### config.mk
export PLATFORM = sky130hd
export DESIGN_NAME = decimal_adjust_unit
export DESIGN_NICKNAME = d
export VERILOG_FILES = /design/src/rtl/dadj_pkg.sv /design/src/rtl/dadj_addsub.sv /design/src/rtl/dadj_base.sv /design/src/rtl/decimal_adjust_unit.sv
export SDC_FILE = /design/constraint.sdc
export NUM_CORES = 1
export LEC_CHECK = 0
export BUFFER_PORTS_ARGS = -buffer_cell sky130_fd_sc_hd__buf_2
export CAP_MARGIN = 10
export CORE_MARGIN = 2
export CORE_UTILIZATION = 40
export DETAILED_ROUTE_END_ITERATION = 8
export SETUP_SLACK_MARGIN = 0.05
export SLEW_MARGIN = 10
export SYNTH_ARGS = -nofsm -noshare
export SYNTH_HDL_FRONTEND = slang
export SYNTH_SLANG_ARGS = --single-unit
### constraint.sdc
create_clock -name clk -period 25.5 [get_ports clk]
set_clock_uncertainty 0.15 [all_clocks]
set_input_delay 0 -clock clk [delete_from_list [all_inputs] [get_ports clk]]
set_output_delay 0 -clock clk [all_outputs]
set_load 0.05 [all_outputs]
### src/rtl/dadj_pkg.sv
package dadj_pkg;
  typedef enum logic [2:0] {
    OP_UNP_ADD = 3'd0,
    OP_PK_ADD  = 3'd1,
    OP_UNP_SUB = 3'd2,
    OP_PK_SUB  = 3'd3,
    OP_SPLIT   = 3'd4,
    OP_MERGE   = 3'd5,
    OP_RSV6    = 3'd6,
    OP_RSV7    = 3'd7
  } adj_op_e;
endpackage

### src/rtl/dadj_addsub.sv
module dadj_addsub #(
  parameter int BYTE_W = 8
) (
  input  logic [BYTE_W-1:0] hi_in,
  input  logic [BYTE_W-1:0] lo_in,
  input  logic              cf_in,
  input  logic              af_in,
  input  logic              is_sub,
  input  logic              is_packed,
  output logic [BYTE_W-1:0] hi_out,
  output logic [BYTE_W-1:0] lo_out,
  output logic              cf_out,
  output logic              af_out
);
  localparam int NIB_W = 4;
  localparam logic [BYTE_W-1:0] SIX    = BYTE_W'(6);
  localparam logic [BYTE_W-1:0] SIXTY  = BYTE_W'('h60);
  localparam logic [BYTE_W-1:0] HI_LIM = BYTE_W'('h9F);
  localparam logic [BYTE_W-1:0] ONE    = BYTE_W'(1);
  localparam logic [BYTE_W-1:0] NIB_MASK = BYTE_W'((1 << NIB_W) - 1);
  localparam logic [BYTE_W-1:0] WRAP6  = {BYTE_W{1'b1}} - SIX;

  logic              low_fix;
  logic              high_fix;
  logic              carry6;
  logic [BYTE_W-1:0] lo_step1;
  logic [BYTE_W-1:0] lo_step2;
  logic [BYTE_W-1:0] hi_unp;
  logic [BYTE_W-1:0] lo_unp;

  always_comb begin
    low_fix = (lo_in[NIB_W-1:0] > NIB_W'(9)) | af_in;
    carry6  = (lo_in > WRAP6);

    // unpacked path: add spans the full accumulator, subtract only the low byte
    if (!low_fix) begin
      hi_unp = hi_in;
      lo_unp = lo_in & NIB_MASK;
    end else if (is_sub) begin
      hi_unp = hi_in - ONE;
      lo_unp = (lo_in - SIX) & NIB_MASK;
    end else begin
      hi_unp = hi_in + {{(BYTE_W-1){1'b0}}, carry6} + ONE;
      lo_unp = (lo_in + SIX) & NIB_MASK;
    end

    // packed path: two ordered steps, second tests the result of the first
    if (low_fix) lo_step1 = is_sub ? (lo_in - SIX) : (lo_in + SIX);
    else         lo_step1 = lo_in;
    high_fix = (lo_step1 > HI_LIM) | cf_in;
    if (high_fix) lo_step2 = is_sub ? (lo_step1 - SIXTY) : (lo_step1 + SIXTY);
    else          lo_step2 = lo_step1;

    if (is_packed) begin
      hi_out = hi_in;
      lo_out = lo_step2;
      af_out = low_fix;
      cf_out = high_fix;
    end else begin
      hi_out = hi_unp;
      lo_out = lo_unp;
      af_out = low_fix;
      cf_out = low_fix;
    end
  end
endmodule

### src/rtl/dadj_base.sv
module dadj_base #(
  parameter int BYTE_W = 8
) (
  input  logic [BYTE_W-1:0] hi_in,
  input  logic [BYTE_W-1:0] lo_in,
  input  logic [BYTE_W-1:0] base,
  input  logic              is_merge,
  output logic [BYTE_W-1:0] hi_out,
  output logic [BYTE_W-1:0] lo_out,
  output logic              zero_base
);
  localparam logic [BYTE_W-1:0] ONE = BYTE_W'(1);

  logic [BYTE_W-1:0] safe_base;

  always_comb begin
    zero_base = (base == '0) && !is_merge;
    safe_base = (base == '0) ? ONE : base;
    if (is_merge) begin
      hi_out = '0;
      lo_out = hi_in * base + lo_in;
    end else if (zero_base) begin
      hi_out = hi_in;
      lo_out = lo_in;
    end else begin
      hi_out = lo_in / safe_base;
      lo_out = lo_in % safe_base;
    end
  end
endmodule

### src/rtl/decimal_adjust_unit.sv
module decimal_adjust_unit
  import dadj_pkg::*;
#(
  parameter int BYTE_W = 8
) (
  input  logic                  clk,
  input  logic                  rst,
  input  logic [2:0]            op_sel,
  input  logic [2*BYTE_W-1:0]   acc_in,
  input  logic                  cf_in,
  input  logic                  af_in,
  input  logic [BYTE_W-1:0]     base,
  output logic [2*BYTE_W-1:0]   acc_out,
  output logic                  cf_out,
  output logic                  af_out,
  output logic                  div_err
);
  localparam int ACC_W = 2 * BYTE_W;
  localparam int NIB_W = 4;

  logic [BYTE_W-1:0] hi_in, lo_in;
  logic [BYTE_W-1:0] as_hi, as_lo, bs_hi, bs_lo;
  logic              as_cf, as_af, bs_zero;
  logic [ACC_W-1:0]  acc_nxt;
  logic              cf_nxt, af_nxt, err_nxt;

  assign hi_in = acc_in[ACC_W-1:BYTE_W];
  assign lo_in = acc_in[BYTE_W-1:0];

  dadj_addsub #(.BYTE_W(BYTE_W)) u_addsub (
    .hi_in(hi_in), .lo_in(lo_in), .cf_in(cf_in), .af_in(af_in),
    .is_sub(op_sel[1]), .is_packed(op_sel[0]),
    .hi_out(as_hi), .lo_out(as_lo), .cf_out(as_cf), .af_out(as_af)
  );

  dadj_base #(.BYTE_W(BYTE_W)) u_base (
    .hi_in(hi_in), .lo_in(lo_in), .base(base), .is_merge(op_sel[0]),
    .hi_out(bs_hi), .lo_out(bs_lo), .zero_base(bs_zero)
  );

  always_comb begin
    acc_nxt = acc_in;
    cf_nxt  = cf_in;
    af_nxt  = af_in;
    err_nxt = 1'b0;
    case (adj_op_e'(op_sel))
      OP_UNP_ADD, OP_PK_ADD, OP_UNP_SUB, OP_PK_SUB: begin
        acc_nxt = {as_hi, as_lo};
        cf_nxt  = as_cf;
        af_nxt  = as_af;
      end
      OP_SPLIT, OP_MERGE: begin
        acc_nxt = {bs_hi, bs_lo};
        err_nxt = bs_zero;
      end
      default: ;
    endcase
  end

  always_ff @(posedge clk) begin
    if (rst) begin
      acc_out <= '0;
      cf_out  <= 1'b0;
      af_out  <= 1'b0;
      div_err <= 1'b0;
    end else begin
      acc_out <= acc_nxt;
      cf_out  <= cf_nxt;
      af_out  <= af_nxt;
      div_err <= err_nxt;
    end
  end


  unp_nibble_chk: assert property (@(posedge clk) disable iff (rst)
    (!$past(rst) && ($past(op_sel) == OP_UNP_ADD || $past(op_sel) == OP_UNP_SUB))
      |-> (acc_out[BYTE_W-1:NIB_W] == '0 && cf_out == af_out));


  pk_hi_keep_chk: assert property (@(posedge clk) disable iff (rst)
    (!$past(rst) && ($past(op_sel) == OP_PK_ADD || $past(op_sel) == OP_PK_SUB))
      |-> acc_out[ACC_W-1:BYTE_W] == $past(acc_in[ACC_W-1:BYTE_W]));


  err_cause_chk: assert property (@(posedge clk) disable iff (rst)
    div_err |-> ($past(op_sel) == OP_SPLIT && $past(base) == '0
                 && acc_out == $past(acc_in)));


  merge_hi_zero_chk: assert property (@(posedge clk) disable iff (rst)
    (!$past(rst) && $past(op_sel) == OP_MERGE)
      |-> (acc_out[ACC_W-1:BYTE_W] == '0 && !div_err));


  flag_pass_chk: assert property (@(posedge clk) disable iff (rst)
    (!$past(rst) && $past(op_sel[2]))
      |-> (cf_out == $past(cf_in) && af_out == $past(af_in)));
endmodule

==> results of run 1 <==
==> cell families (layout without fill, tap and decap cells) <==
group           after synthesis  in the layout
simple gates                232            232
compound gates              205            205
buf+inv                     109            129
fa+ha+maj                    79             79
xor+xnor                     30             30
flops                        19             19
mux                           9              9
==> worst max-delay path, delay by kind of cell <==
family,cells,cell delay [ns]
fa+ha+maj,8,2.42
compound gates,19,6.10
simple gates,16,4.67
mux,1,0.39
buf+inv,4,0.47
==> cell usage after synthesis (all sizes together), types with 6 or more instances <==
cell	n
nand3	9
a31oi	12
a211oi	7
or3	12
nor3	26
nor2	54
or2	6
and2	9
xor2	7
o211ai	6
buf	7
xnor2	21
nand4	6
nor2b	7
clkbuf	33
a21o	9
o31ai	11
nand2b	8
ha	59
nand2	67
a21oi	39
o21ai	42
inv	68
o21a	13
dfxtp	19
fa	20
==> flip-flops by register name, summed over array words and instances, names as in the netlist <==
name     count
acc_out     16
af_out       1
cf_out       1
div_err      1
==> metrics by stage <==
| step | setup slack [ns] | area (sq um) | instances | total power (uW) | hold WS, ns |
|---|---|---|---|---|---|
| floorplan | 13.46 | 4942 | 683 | 179.1 | -0.0004864 |
| global placement | 12.01 | 5207 | 840 | 220.8 | 0.2186 |
| detailed placement | 11.44 | 5207 | 840 | 223.1 | 0.2323 |
| CTS | 11.66 | 5350 | 850 | 258.5 | 0.002650 |
| global route | 10.33 | 5350 | 850 | 281.9 | 0.03646 |
| finish | 11.41 | 5350 | 850 | 260.0 | -0.001036 |
==> repair_timing <==
action / in CTS / in global routing
gates resized for setup: 0 / 0
hold endpoints to repair: 5 / 0
hold buffers: 6 / 0
endpoints found under the setup margin: 0 / 0
==> placed cells by master (no fill, tap or decap), types with 7 or more instances in the layout <==
cell type / synthesis / layout
inv_1: 68 / 68
nand2_1: 67 / 67
ha_1: 59 / 59
nor2_1: 54 / 54
buf_2: 4 / 49
o21ai_0: 40 / 40
a21oi_1: 39 / 39
nor3_1: 25 / 25
xnor2_1: 21 / 21
fa_1: 20 / 20
dfxtp_1: 19 / 19
o21a_1: 13 / 13
or3_1: 12 / 12
a31oi_1: 12 / 12
o31ai_1: 10 / 10
and2_1: 9 / 9
a21o_1: 9 / 9
nand3_1: 9 / 9
nand2b_1: 8 / 8
nor2b_1: 7 / 7
xor2_1: 7 / 7
==> worst max-delay path by stage <==
stage,end,cells after the start,slack (ns)
floorplan,acc_out[5]$_SDFF_PP0_,47,13.46
global placement,acc_out[5]$_SDFF_PP0_,49,12.01
detailed placement,acc_out[5]$_SDFF_PP0_,48,11.44
CTS,acc_out[5]$_SDFF_PP0_,48,11.66
global route,acc_out[5]$_SDFF_PP0_,50,10.33
finish,acc_out[5]$_SDFF_PP0_,48,11.41
==> final cells by class <==
type                       instances  area [sq um]  share of cell area
tap                              147         183.9             0.03438
clock inverter                     1         7.507            0.001403
timing repair buffer              56         312.8             0.05847
multi-input combinational        555          4131              0.7722
inverter                          69         259.0             0.04841
sequential                        19         380.4             0.07109
clock buffer                       3         75.07             0.01403
==> routing by layer <==
layer | vias up | global-route usage | routed length [um]
met3 | 51 | 0.02319 | 1082
met5 | - | 0 | 0
met2 | 243 | 0.3996 | 7168
li1 | 2519 | - | -
met4 | 0 | 0.1012 | 665
met1 | 2509 | 0.3316 | 7202
==> where the power goes <==
part	internal, uW	leakage [uW]	switching [uW]
sequential	32.8	0.000157	0.720
clock	21.2	0.0000371	12.2
combinational	77.2	0.00222	116
total	131	0.00241	129
==> results.py, run 1 <==
metrics = {
    "pwr": {
        "vdd_drop_max_mv": 0.01907,
        "powerDensity_nw_per_um2": 48.59,
        "p_leak_uw": 0.002412,
    },
    "timing": {
        "max_freq_mhz": 70.98,
        "drv_slew": 0,
        "hold_viol_final": 1,
        "worstMarginPinSlew_ns": 1.201,
        "setup_tns_ns": 0,
        "min_period_ns": 14.09,
        "rsz0062_at_grt": "no",
        "finalCritPeriodShare": 0.5525,
        "setup_viol": 0,
        "slew_headroom": 0.1912,
        "whs_ns": -0.001036,
    },
    "logic_synthesis": {
        "synthArstFlopShare": 0,
        "synth.top_cell.area_share": 0.1494,
        "synth_xor_area_frac": 0.05873,
        "syn_inst": 683,
        "muxShareOfSynthArea": 0.01924,
        "synth_compound_area_frac": 0.2884,
        "ys.flop_type": "dfxtp_1",
        "avgSynthCellArea_sq_um": 7.236,
        "synthAdderAreaFrac": 0.2304,
        "mappedNetlistNets": 793,
        "synth-edff-count": 0,
        "synth_top_area_cell": "ha_1",
        "synth-warning-count": 0,
        "synth_top_family_by_area": "compound AO/OA/AOI/OAI gates",
        "ys_top_cells_by_area": "ha_1, fa_1, dfxtp_1",
        "yosysSeqAreaShare": 0.07696,
        "yosysUniqueCellTypes": 77,
        "synth-seq-cells": 19,
        "syn-cell-area_sq_um": 4942,
        "synthSimpleGateAreaFrac": 0.2392,
    },
    "detailed_routing": {
        "drt_iter0_markers": 601,
        "post_drt_wl_per_cell_um": 18.96,
        "ant_nets": 0,
        "via_count": 5322,
        "first_pass_iters": 6,
        "wl_um": 16120,
        "drc": 0,
        "via_per_inst": 6.261,
    },
    "floorplan": {
        "die_h_um": 115.2,
        "core_area_sq_um": 12010,
        "initial_core_util": 0.4115,
        "rows": 40,
        "io_pins": 50,
        "die-area_sq_um": 13260,
        "fp.dieW_um": 115.2,
    },
    "global_route": {
        "grt_max_degree": 24,
        "grt.total_usage": 0.2448,
        "antenna_found_initial": 0,
        "grt_pass1_wl_um": 25910,
        "grt_pass1_vias": 5043,
        "grt_overflow": 0,
    },
    "worst_setup_path": {
        "endpoint_kind": "flop",
        "worstPathRequired_ns": 25.49,
        "critical_path_arrival_ns": 14.08,
        "cpMostUsedCell": "ha_1",
        "cp-start-kind": "primary input",
        "slowest_stage": "nor4_2",
        "startpoint": "base[5]",
        "critPathMaxFanout": 13,
        "critPathKind": "primary input to flop",
        "max_stage_delay_ns": 0.77,
    },
    "finish": {
        "final_util": 0.4454,
        "layout.nets": 814,
        "drive_above_1_share": 0.1095,
        "nFillCells": 1227,
        "syn_to_final_growth_pct": 8.253,
        "diodes": 0,
    },
    "hold_path": {
        "hp-start": "af_in",
        "hold_end": "af_out$_SDFF_PP0_",
        "hold_class": "primary input to flop",
        "whs_path_depth": 3,
    },
    "cts": {
        "clkTransAtPathRegs_ns": 0.06,
        "cts_buffer_depth": 2,
        "cts_num_sinks": 19,
        "numCtsBuffers": 3,
        "htreeDepth": 1,
        "cts_setup_buffers": 0,
        "tritoncts": "done",
        "cts-root-buf": "clkbuf_16",
    },
    "job": {
        "cap_violations": 0,
    },
    "run_status": {
        "violations": "negative hold slack",
        "outcome": "finished, violations left",
    },
    "place": {
        "finalWeightedCongestion": 0.8995,
        "portBuffers": 49,
        "post-dp-hpwl_um": 12900,
    },
}
Note: power is estimated with default switching activity, not from simulation.
==> inputs of run 2 (changes only) <==
==> constraint.sdc (replaced) <==
create_clock -name clk -period 13.7 [get_ports clk]
set_clock_uncertainty 0.15 [all_clocks]
set_input_delay 0 -clock clk [delete_from_list [all_inputs] [get_ports clk]]
set_output_delay 0 -clock clk [all_outputs]
set_load 0.05 [all_outputs]
==> results.py, run 2 (same netlist as run 1, synthesis figures left out) <==
metrics = {
    "run_status": {
        "outcome": "completed",
    },
    "cts": {
        "cts_num_sinks": 19,
        "numCtsBuffers": 3,
        "cts_buffer_depth": 2,
        "cts-root-buf": "clkbuf_16",
        "cts_setup_buffers": 0,
        "clkTransAtPathRegs_ns": 0.06,
        "htreeDepth": 1,
        "tritoncts": "done",
    },
    "pwr": {
        "clock_power_share": 0.127,
        "vdd_drop_max_mv": 0.04901,
        "seqPwrFrac": 0.127,
        "powerDensity_nw_per_um2": 90.81,
        "power_switching_uw": 242.6,
        "swShare": 0.4955,
        "p_leak_uw": 0.002421,
        "internal_power_uw": 247.0,
        "p_comb_frac": 0.746,
    },
    "timing": {
        "hold_viol_final": 0,
        "max_freq_mhz": 77.18,
        "setup_tns_ns": 0,
        "finalCritPeriodShare": 0.9457,
        "rsz0062_at_grt": "no",
        "drv_slew": 0,
        "min_period_ns": 12.96,
        "setup_viol": 0,
        "slew_headroom": 0.4195,
        "fin_ws_ns": 0.7435,
        "worstMarginPinSlew_ns": 0.8670,
    },
    "floorplan": {
        "core_area_sq_um": 12010,
        "die_h_um": 115.2,
        "initial_core_util": 0.4115,
        "io_pins": 50,
        "fp.dieW_um": 115.2,
        "rows": 40,
        "die-area_sq_um": 13260,
    },
    "global_route": {
        "grt_max_degree": 24,
        "grt_overflow": 0,
        "antenna_found_initial": 0,
        "grt_busiest_layer": "met2",
        "grt_pass1_vias": 4960,
        "gr-usage-met2": 0.4039,
        "grt.total_usage": 0.2436,
        "grt_pass1_wl_um": 25740,
        "gr-usage-met1": 0.3260,
        "met3_usage": 0.03057,
    },
    "finish": {
        "top_register": "acc_out",
        "nFillCells": 1231,
        "syn_to_final_growth_pct": 9.089,
        "largest_reg_flops": 16,
        "stdcell_count": 850,
        "diodes": 0,
        "layout_commonest_cell": "inv_1",
        "layout_common_cells": "inv_1, nand2_1, ha_1",
        "layout.nets": 814,
        "drive_above_1_share": 0.1181,
    },
    "detailed_routing": {
        "via_per_inst": 6.165,
        "post_drt_wl_per_cell_um": 18.99,
        "wl_um": 16140,
        "drt_iter0_markers": 413,
        "via_count": 5240,
        "first_pass_iters": 6,
        "ant_nets": 0,
        "drc": 0,
    },
    "place": {
        "post-dp-hpwl_um": 12890,
        "dp_cells": 840,
        "finalWeightedCongestion": 0.9026,
        "portBuffers": 49,
        "pre_cts_ws_ns": 0.1265,
    },
    "worst_setup_path": {
        "slowest_stage": "or4b_2",
        "endpoint_kind": "flop",
        "worstPathRequired_ns": 13.67,
        "critPathKind": "primary input to flop",
        "path_buf_inv": 4,
        "startpoint": "base[1]",
        "critical_path_arrival_ns": 12.92,
        "cpMostUsedCell": "ha_1",
        "critPathTopFamily": "compound AO/OA/AOI/OAI gates",
        "critPathMaxFanout": 13,
        "cp-start-kind": "primary input",
        "max_stage_delay_ns": 0.69,
    },
    "hold_path": {
        "hold_class": "primary input to flop",
        "hp-start": "af_in",
    },
    "job": {
        "cap_violations": 0,
    },
}
==> run 2: layout make-up <==
class                   instances  area, sq um  share of cell area
clock buffers                   3        75.07             0.01392
clock inverters                 1        7.507            0.001392
inverters                      69        259.0             0.04804
multi-input cells             555         4173              0.7740
flip-flops and latches         19        380.4             0.07055
well taps                     147        183.9             0.03411
repair buffers                 56        312.8             0.05802
==> run 2: worst min-delay path, delay by kind of cell <==
family	cells	cell delay (ns)
AO/OA/AOI/OAI	1	0.07
buffers and inverters	1	0.22
AND/OR/NAND/NOR	1	0.08
==> run 2: power groups by stage <==
| stage | combinational, uW | sequential, uW | clock [uW] |
|---|---|---|---|
| after floorplan | 249 | 84.1 | 0 |
| after global placement | 351 | 63.4 | 0 |
| after detailed placement | 354 | 63.5 | 0 |
| after CTS | 359 | 62.3 | 61.8 |
| after global routing | 402 | 62.7 | 64.7 |
| final | 365 | 62.2 | 62.1 |
==> run 2: metal layers <==
layer | wire [um] | up-vias | share of wire
li1 | - | 2523 | -
met5 | 40 | - | 0.0025
met3 | 1125 | 40 | 0.070
met4 | 480 | 2 | 0.030
met1 | 7116 | 2452 | 0.44
met2 | 7378 | 223 | 0.46
==> run 2: what timing repair did <==
item	4_1_cts	5_1_grt
hold buffers	6	0
gates resized for setup	0	7
hold endpoints to repair	8	0
setup endpoints to repair	0	9
==> run 2: metrics by stage <==
stage,hold slack (ns),instance area (sq um),total power (uW),utilization
after global placement,0.2170,5207,414.2,0.4335
after detailed placement,0.2088,5207,417.6,0.4335
after floorplan,-0.0004864,4942,333.4,-
after global routing,0.02368,5391,529.1,0.4489
after CTS,0.0003292,5350,483.4,0.4454
final,0.003383,5391,489.6,0.4489
==> run 2: final timing paths <==
check	end	cells after the start
max	acc_out[1]$_SDFF_PP0_	47
min	af_out$_SDFF_PP0_	3
